$ cat src/rtl/ipc_pkg.sv
package ipc_pkg;
  localparam int PRIO_W = 8;
  localparam int SRC_W  = 24;
  localparam int WORD_W = PRIO_W + SRC_W;
  localparam logic [PRIO_W-1:0] PRIO_NONE = '1;

  typedef enum logic [2:0] {
    OP_SET_CUR = 3'd0,
    OP_SET_REQ = 3'd1,
    OP_ACCEPT  = 3'd2,
    OP_RETIRE  = 3'd3,
    OP_POLL    = 3'd4
  } ipc_op_e;

  typedef struct packed {
    logic [PRIO_W-1:0] cur;
    logic [SRC_W-1:0]  src;
    logic [PRIO_W-1:0] pend;
    logic              line;
  } ipc_slot_t;
endpackage

$ cat src/rtl/ipc_ipi_gate.sv
module ipc_ipi_gate
  import ipc_pkg::*;
#(
  parameter logic [SRC_W-1:0] IPI_SRC = 24'd2
) (
  input  ipc_slot_t         slot_in,
  input  logic [PRIO_W-1:0] req_prio,
  output ipc_slot_t         slot_out,
  output logic              kick,
  output logic [SRC_W-1:0]  kick_src
);
  logic occupied;
  assign occupied = (slot_in.src != '0);

  always_comb begin
    slot_out = slot_in;
    kick     = 1'b0;
    kick_src = '0;
    if (!(occupied && (slot_in.pend <= req_prio))) begin
      kick          = occupied;
      kick_src      = slot_in.src;
      slot_out.src  = IPI_SRC;
      slot_out.pend = req_prio;
      slot_out.line = 1'b1;
    end
  end
endmodule

$ cat src/rtl/ipc_step.sv
module ipc_step
  import ipc_pkg::*;
#(
  parameter logic [SRC_W-1:0] IPI_SRC = 24'd2
) (
  input  ipc_slot_t          cur,
  input  logic [PRIO_W-1:0]  req,
  input  logic               cmd_fire,
  input  logic [2:0]         cmd_op,
  input  logic [WORD_W-1:0]  cmd_data,
  input  logic               dlv_fire,
  input  logic [SRC_W-1:0]   dlv_src,
  input  logic [PRIO_W-1:0]  dlv_prio,
  output ipc_slot_t          nxt,
  output logic [PRIO_W-1:0]  nxt_req,
  output logic               rej_fire,
  output logic [SRC_W-1:0]   rej_num,
  output logic               eoi_fire,
  output logic [SRC_W-1:0]   eoi_num,
  output logic               rsnd_fire,
  output logic               rsp_fire
);
  localparam int TOP_LO = SRC_W;

  logic [PRIO_W-1:0] lo_prio, hi_prio;
  logic              occupied;
  ipc_slot_t         g_in, g_out;
  logic [PRIO_W-1:0] g_prio;
  logic              g_kick;
  logic [SRC_W-1:0]  g_src;

  assign lo_prio  = cmd_data[PRIO_W-1:0];
  assign hi_prio  = cmd_data[WORD_W-1:TOP_LO];
  assign occupied = (cur.src != '0);

  always_comb begin
    g_in     = cur;
    g_in.cur = (cmd_op == OP_SET_CUR) ? lo_prio :
               (cmd_op == OP_RETIRE)  ? hi_prio : cur.cur;
    g_prio   = (cmd_op == OP_SET_REQ) ? lo_prio : req;
  end

  ipc_ipi_gate #(.IPI_SRC(IPI_SRC)) u_gate (
    .slot_in (g_in),
    .req_prio(g_prio),
    .slot_out(g_out),
    .kick    (g_kick),
    .kick_src(g_src)
  );

  always_comb begin
    nxt       = cur;
    nxt_req   = req;
    rej_fire  = 1'b0;
    rej_num   = '0;
    eoi_fire  = 1'b0;
    eoi_num   = '0;
    rsnd_fire = 1'b0;
    rsp_fire  = 1'b0;
    if (cmd_fire) begin
      case (cmd_op)
        OP_SET_CUR: begin
          nxt.cur = lo_prio;
          if (lo_prio < cur.cur) begin
            if (occupied && (lo_prio <= cur.pend)) begin
              nxt.src  = '0;
              nxt.pend = PRIO_NONE;
              nxt.line = 1'b0;
              rej_fire = 1'b1;
              rej_num  = cur.src;
            end
          end else if (!occupied) begin
            rsnd_fire = 1'b1;
            if (req < lo_prio) nxt = g_out;
          end
        end
        OP_SET_REQ: begin
          nxt_req = lo_prio;
          if (lo_prio < cur.cur) begin
            nxt      = g_out;
            rej_fire = g_kick;
            rej_num  = g_src;
          end
        end
        OP_ACCEPT: begin
          rsp_fire = 1'b1;
          nxt.cur  = cur.pend;
          nxt.src  = '0;
          nxt.pend = PRIO_NONE;
          nxt.line = 1'b0;
        end
        OP_RETIRE: begin
          nxt.cur  = hi_prio;
          eoi_fire = 1'b1;
          eoi_num  = cmd_data[SRC_W-1:0];
          if (!occupied) begin
            rsnd_fire = 1'b1;
            if (req < hi_prio) nxt = g_out;
          end
        end
        OP_POLL: rsp_fire = 1'b1;
        default: ;
      endcase
    end else if (dlv_fire) begin
      if ((dlv_prio >= cur.cur) || (occupied && (cur.pend <= dlv_prio))) begin
        rej_fire = 1'b1;
        rej_num  = dlv_src;
      end else begin
        rej_fire = occupied;
        rej_num  = cur.src;
        nxt.src  = dlv_src;
        nxt.pend = dlv_prio;
        nxt.line = 1'b1;
      end
    end
  end
endmodule

$ cat src/rtl/ipc_presenter.sv
module ipc_presenter
  import ipc_pkg::*;
#(
  parameter logic [SRC_W-1:0] IPI_SRC = 24'd2
) (
  input  logic              clk,
  input  logic              rst_n,
  input  logic              cmd_valid,
  input  logic [2:0]        cmd_op,
  input  logic [WORD_W-1:0] cmd_data,
  input  logic              dlv_valid,
  output logic              dlv_ready,
  input  logic [SRC_W-1:0]  dlv_src,
  input  logic [PRIO_W-1:0] dlv_prio,
  output logic              irq_out,
  output logic              rsp_valid,
  output logic [WORD_W-1:0] rsp_word,
  output logic [PRIO_W-1:0] rsp_ipi,
  output logic              rej_valid,
  output logic [SRC_W-1:0]  rej_src,
  output logic              eoi_valid,
  output logic [SRC_W-1:0]  eoi_src,
  output logic              resend_valid
);
  ipc_slot_t         st, st_nxt;
  logic [PRIO_W-1:0] req, req_nxt;
  logic              rej_f, eoi_f, rsnd_f, rsp_f;
  logic [SRC_W-1:0]  rej_n, eoi_n;

  assign dlv_ready = !cmd_valid;
  assign irq_out   = st.line;

  ipc_step #(.IPI_SRC(IPI_SRC)) u_step (
    .cur      (st),
    .req      (req),
    .cmd_fire (cmd_valid),
    .cmd_op   (cmd_op),
    .cmd_data (cmd_data),
    .dlv_fire (dlv_valid && dlv_ready),
    .dlv_src  (dlv_src),
    .dlv_prio (dlv_prio),
    .nxt      (st_nxt),
    .nxt_req  (req_nxt),
    .rej_fire (rej_f),
    .rej_num  (rej_n),
    .eoi_fire (eoi_f),
    .eoi_num  (eoi_n),
    .rsnd_fire(rsnd_f),
    .rsp_fire (rsp_f)
  );

  always_ff @(posedge clk) begin
    if (!rst_n) begin
      st.cur       <= '0;
      st.src       <= '0;
      st.pend      <= PRIO_NONE;
      st.line      <= 1'b0;
      req          <= PRIO_NONE;
      rej_valid    <= 1'b0;
      rej_src      <= '0;
      eoi_valid    <= 1'b0;
      eoi_src      <= '0;
      resend_valid <= 1'b0;
      rsp_valid    <= 1'b0;
      rsp_word     <= '0;
      rsp_ipi      <= '0;
    end else begin
      st           <= st_nxt;
      req          <= req_nxt;
      rej_valid    <= rej_f;
      rej_src      <= rej_n;
      eoi_valid    <= eoi_f;
      eoi_src      <= eoi_n;
      resend_valid <= rsnd_f;
      rsp_valid    <= rsp_f;
      if (rsp_f) begin
        rsp_word <= {st.cur, st.src};
        rsp_ipi  <= req;
      end
    end
  end

  a_r1_empty_slot_idle: assert property (@(posedge clk) disable iff (!rst_n)
    (st.src == '0) |-> (st.pend == PRIO_NONE));
  a_r2_line_tracks_slot: assert property (@(posedge clk) disable iff (!rst_n)
    irq_out == (st.src != '0));
  a_r5_accept_lowers: assert property (@(posedge clk) disable iff (!rst_n)
    (cmd_valid && cmd_op == OP_ACCEPT) |=> (!irq_out && rsp_valid));
  a_r8_ipi_fills_slot: assert property (@(posedge clk) disable iff (!rst_n)
    (cmd_valid && cmd_op == OP_SET_REQ && cmd_data[PRIO_W-1:0] < st.cur) |=> (st.src != '0));
  a_r9_retire_notify: assert property (@(posedge clk) disable iff (!rst_n)
    (cmd_valid && cmd_op == OP_RETIRE) |=> (eoi_valid && eoi_src == $past(cmd_data[SRC_W-1:0])));
  a_r10_poll_stable: assert property (@(posedge clk) disable iff (!rst_n)
    (cmd_valid && cmd_op == OP_POLL) |=> ($stable(st) && $stable(req)));
  a_r11_cmd_blocks_dlv: assert property (@(posedge clk) disable iff (!rst_n)
    cmd_valid |-> !dlv_ready);
endmodule

$ cat config.mk
export PLATFORM = sky130hd
export DESIGN_NAME = ipc_presenter
export DESIGN_NICKNAME = d
export VERILOG_FILES = /design/src/rtl/ipc_pkg.sv /design/src/rtl/ipc_ipi_gate.sv /design/src/rtl/ipc_step.sv /design/src/rtl/ipc_presenter.sv
export SDC_FILE = /design/constraint.sdc
export NUM_CORES = 1
export LEC_CHECK = 0
export BUFFER_PORTS_ARGS = -buffer_cell sky130_fd_sc_hd__buf_2
export CORE_ASPECT_RATIO = 1.4
export CORE_UTILIZATION = 45
export DETAILED_ROUTE_END_ITERATION = 7
export GPL_TIMING_DRIVEN = 0
export MAX_ROUTING_LAYER = met4
export PLACE_DENSITY = 0.77
export RECOVER_POWER = 50
export SYNTH_ARGS = -nofsm -noshare
export SYNTH_HDL_FRONTEND = slang
export SYNTH_HIERARCHICAL = 1
export SYNTH_SLANG_ARGS = --single-unit
$ cat constraint.sdc
create_clock -name clk -period 3.3 [get_ports clk]
set_input_delay 0 -clock clk [delete_from_list [all_inputs] [get_ports clk]]
set_output_delay 0 -clock clk [all_outputs]
set_load 0.03 [all_outputs]
=== Word-level counts from Yosys, hierarchy flattened ===
Cells that the tools add are included.

* $lt $le $gt $ge: 7
* Mux-type cells: 38
* Reduce and logical (&&, ||, !) cells: 15
* Equal/unequal tests: 13

{| class="wikitable"
|+ Operator list
! cell !! number
|-
| $mux 41 || 5
|-
| $mux 33 || 6
|-
| $mux 24 || 7
|-
| $pmux 41 s4 || 1
|-
| $pmux 24 s2 || 1
|-
| $mux 8 || 4
|-
| $le 8x8->1 || 3
|-
| $lt 8x8->1 || 3
|-
| $reduce_bool 24->1 || 1
|-
| $mux 1 || 12
|-
| $ne 4x4->1 const B || 3
|-
| $ne 3x3->1 const B || 3
|-
| $reduce_and 9->1 || 1
|-
| $ge 8x8->1 || 1
|-
| $eq 3x2->1 const B || 2
|-
| $reduce_and 3->1 || 2
|-
| $ne 5x1->1 const B || 1
|-
| $logic_and 1x1->1 || 4
|-
| $ne 2x2->1 const B || 2
|-
| $pmux 1 s2 || 2
|-
| $reduce_bool 4->1 || 1
|-
| $eq 3x1->1 const B || 1
|-
| $eq 3x3->1 const B || 1
|-
| $logic_not 3->1 || 1
|-
| other kinds (5) || 5
|}

* Word-level logic and storage cells: 86
* Register bits after elaboration: 141
* Output and inout bits: 94
* Bits of input ports: 71

=== Logic depth before layout (Yosys ltp) ===
* Depth in word-level cells: 10
* Gate-level depth with buffers: 18
* Depth with buffers taken out: 15

=== By module ===
The synthesis kept the hierarchy.

{| class="wikitable"
|+ Modules (own cells, without submodules)
! module !! cells each !! area each (um^2) !! times used !! sequential area each (um^2)
|-
| ipc_presenter || 344 || 4,337.9 || 1 || 2,822.7
|-
| ipc_step || 612 || 4,309.1 || 1 || 0.0
|-
| ipc_ipi_gate || 109 || 828.3 || 1 || 0.0
|}

=== Worst setup path after synthesis ===
No wires, ideal clock.

* Kind: in2reg
* From: input cmd_op[2]
* To: register, netlist name st[6]
* Data arrival time: 2,996 ps
* Path buffers: 3
* Slack: 187 ps
* Stages on the path: 16
* Data required time: 3,183 ps
* Library setup time: 117 ps
* Cells stage by stage: clkbuf_1 > nor3b_1 > buf_2 > mux2_2 > inv_1 > ha_1 > nand4_1 > nor2_1 > a211oi_1 > nor2_2 > buf_6 > mux2_4 > o21a_1 > a221oi_1 > a22oi_1 > nand2b_1

{| class="wikitable"
|+ RTL lines
! what !! line !! text
|-
| from (decl) || ipc_presenter.sv:9 || <nowiki>input logic [2:0] cmd_op,</nowiki>
|}

==> results.md <==
* Worst min-delay path class: in -> reg
* Filler cell count at 1937
* Crit path max fanout at 10
* Sequential Area at 0.00283 sq mm
* Synth warnings at 6
* CTS clk-pin slew, worst paths at 0.06 ns
* CP Launch Type: register
* Async S/R FF share, synth at 0%
* Post-route DRC at 0
* CP delay by family, top: simple AND/OR/NAND/NOR gates
* Min Tclk post-route at 3.23 ns
* Switching part of the total at 31.5%
* Clock skew at 0.00883 ns
* Initial antenna violation count at 0
* Largest net degree at the start of global routing at 17
* Maximum root-to-sink buffer count at 2
* Chip Height at 174 um
* Reg-to-Reg Start: req[5]
* Clock power share at 38.8%
* Port buffer count at 161
* Syn Std Cell Area at 0.00948 sq mm
* Cell variety after synth at 69
* Worst slew pin tran at 1.37 ns
* WL/cell at 19.7 um
* Switching Power at 1.60 mW
* Vias in the first global route at 8834
* Routability cong. at 0.964
* Global route total overflow at 0
* Final antenna-violating net count at 0
* Buf/Inv on CP at 2
* Starting Density at 46.1%
* Rows at 62
* Synth top area share at 29.8%
* Max_cap viols at 0
* Data arrival, critical path at 3.54 ns
* Cell Chain, Critical Path: mux2_2, inv_1, ha_1, nand4_1, nor2_4, o22ai_2, nor2_2, buf_6, mux2_4, nand2_1, nor3_1, a211oi_1, o221ai_1, o221a_1, nand2b_1
* Hold Crit Start: dlv_src[19]
* Pint at 3.47 mW
* CTS tree: done
* Multi-input logic area at 0.00593 sq mm
* DRT Pass-1 Iters at 5
* Largest cells by area after synthesis: dfxtp_1 30%, mux2i_1 10%, and2_1 7.3%, ha_1 7.0%, nor2b_1 4.5%
* Flop pwr share at 36.8%
* Placed cells at 1482
* Main synth FF type: dfxtp_1
* Core ar. at 0.0206 sq mm
* DRC violation total after the first TritonRoute iteration at 777
* Post-synthesis sequential area ratio at 29.8%
* Clk_lat worst skew at 0.44 ns
* Die X at 125 um
* Comb pwr share at 24.4%
* Die area at 0.0216 sq mm
* Area grow syn2layout at 21.6%
* Relative slew margins at 8.45%
* Post-DP HPWL at 22800 um
* H-tree levels at 4
* Final Hold Viols at 0
* Nets at 1406
* Crit path from: req[5]
* Global-route wire length before repair at 46600 um
* Crit path kind: reg -> reg
* Pwr dens at 440 mW/mm^2
* Sink Count at 141
* Yosys reg bits at 141
* Leak Pwr at 4.44 nW
* Layout cells sized above 1 at 16.8%
* Vias per cell at 5.80
* Slowest-stage cell, CP: dfxtp_1
* Gr usage total at 28.3%
* Status: finished clean
* EDFF count, synth at 0
* Routed WL at 30500 um
* Syn Nets at 1189
* Pins over their slew limit at 0
* Inserted Clock Buffers at 17
* Setup crit end kind: register
* Tcrit/Tclk final at 97.8%
* Clock Root Buffer: clkbuf_16
* Peak VDD IR at 352 uV
* Syn Inst Count at 1065
* Setup TNS at 0 ns
* Fin cells at 1551
* Vias at 8993
* Critical path data required time at 3.62 ns
* Achievable Freq at 0.310 GHz
* I/O pins at 165
* Cell accounting for the most synthesized area: dfxtp_1
* Mapped Avg Cell Area at 8.90 sq um
* Setup-failing EPs final at 0
* CP max stage delay at 0.42 ns
## flip-flops by register name (all words and copies together), names as in the netlist
| signal | cells |
|---|---|
| rsp_word | 32 |
| req | 8 |
| st | 40 |
| rej_src | 24 |
| eoi_valid | 1 |
| rsp_valid | 1 |
| eoi_src | 24 |
| irq_out | 1 |
| rsp_ipi | 8 |
| rej_valid | 1 |
| resend_valid | 1 |
## metal layers
layer  share of wire (%)  up-vias  track usage [%]
met5                   0        -                -
met2                  52      350             49.8
li1                    -     4262                -
met3                 5.3       91             4.20
met4                 4.4        0             15.4
met1                  39     4290             30.4
## per-stage QoR
stage	setup WS [ns]	power [mW]	hold slack, ns	utilization, %	cell area [sq um]
2_1_floorplan	0.187	2.71	0.110	-	9480
3_3_place_gp	-0.405	3.03	0.263	51.6	10600
3_5_place_dp	-0.483	3.05	0.263	51.6	10600
4_1_cts	0.0443	5.06	0.00184	56.3	11600
5_1_grt	-0.0135	5.26	0.0191	56.0	11500
6_report	0.0737	5.07	0.00511	56.0	11500
## cells by family after synthesis
kind of cell,after synthesis,share of synthesized area (%)
AOI/OAI and AO/OA,244,19.5
xor gates and xnor gates,1,0.0925
adders and majority gates,53,7.00
buffers and inverters,135,8.23
DFF,141,29.8
muxes,111,12.3
and+or+nand+nor,380,23.1
## power by group through the flow
stage                     Clock, mW  Sequential [mW]  Combinational, mW
after floorplan                   0             1.91              0.793
after global placement            0             1.90               1.13
after detailed placement          0             1.90               1.15
after CTS                      2.00             1.86               1.20
after global routing           2.06             1.88               1.32
final                          1.96             1.87               1.24
## Yosys cell counts (all sizes together) (28+ instances only)
cell type  count
a22oi         55
and2         110
buf           47
clkbuf        37
dfxtp        141
ha            53
inv           51
mux2i         95
nand2         46
nor2          49
nor2b         68
nor3          28
o211ai        28
o21ai         42
## cell type report
type	count	area share [%]
diodes	1	0.0217
plain buffers	84	5.15
clock buffers	18	3.73
clock inverters	13	1.44
inverters	51	1.66
multi-input cells	789	51.5
flip-flops and latches	141	24.6
well taps	256	2.78
repair buffers	198	9.15
## what timing repair did
item                                    4_1_cts  5_1_grt
hold buffers                                 35        0
pin swaps                                     0        5
resized for setup                             3       23
hold endpoints to repair                     79        0
endpoints found under the setup margin        3       56
buffers inserted                              0        2
gates cloned                                  0        0
## worst paths after layout
| check | endpoint | cells past startpoint | slack [ns] |
|---|---|---|---|
| setup / recovery | st[4] | 15 | 0.07 |
| hold reg to reg | rsp_word[7] | 2 | 0.51 |
| setup reg to reg | st[4] | 15 | 0.07 |
| hold / removal | rej_src[19] | 4 | 0.005 |
## cells in the final DEF (no fill, tap or decap), types with 7 or more instances in the layout
master	instances
dfxtp_1	136
clkbuf_1	130
and2_1	104
mux2i_1	95
buf_2	76
nor2b_1	68
ha_1	53
inv_1	51
nand2_1	46
nor2_1	44
o21ai_0	39
a22oi_1	36
dlygate4sd3_1	35
o211ai_1	28
nor3_1	27
o22ai_1	23
a21oi_1	22
nand2b_1	21
a22oi_2	19
clkbuf_16	17
and3_1	16
buf_6	15
buf_4	14
a221oi_1	9
a31oi_1	8
mux2_4	8
nor4_1	7
nand4_1	7
a221o_1	7
o221ai_1	7
## worst min-delay path, stage by stage
cell,delay [ns]
buf_2,0.10
mux2i_1,0.06
o22ai_1,0.11
and2_1,0.14
(Power assumes the default switching activity.)
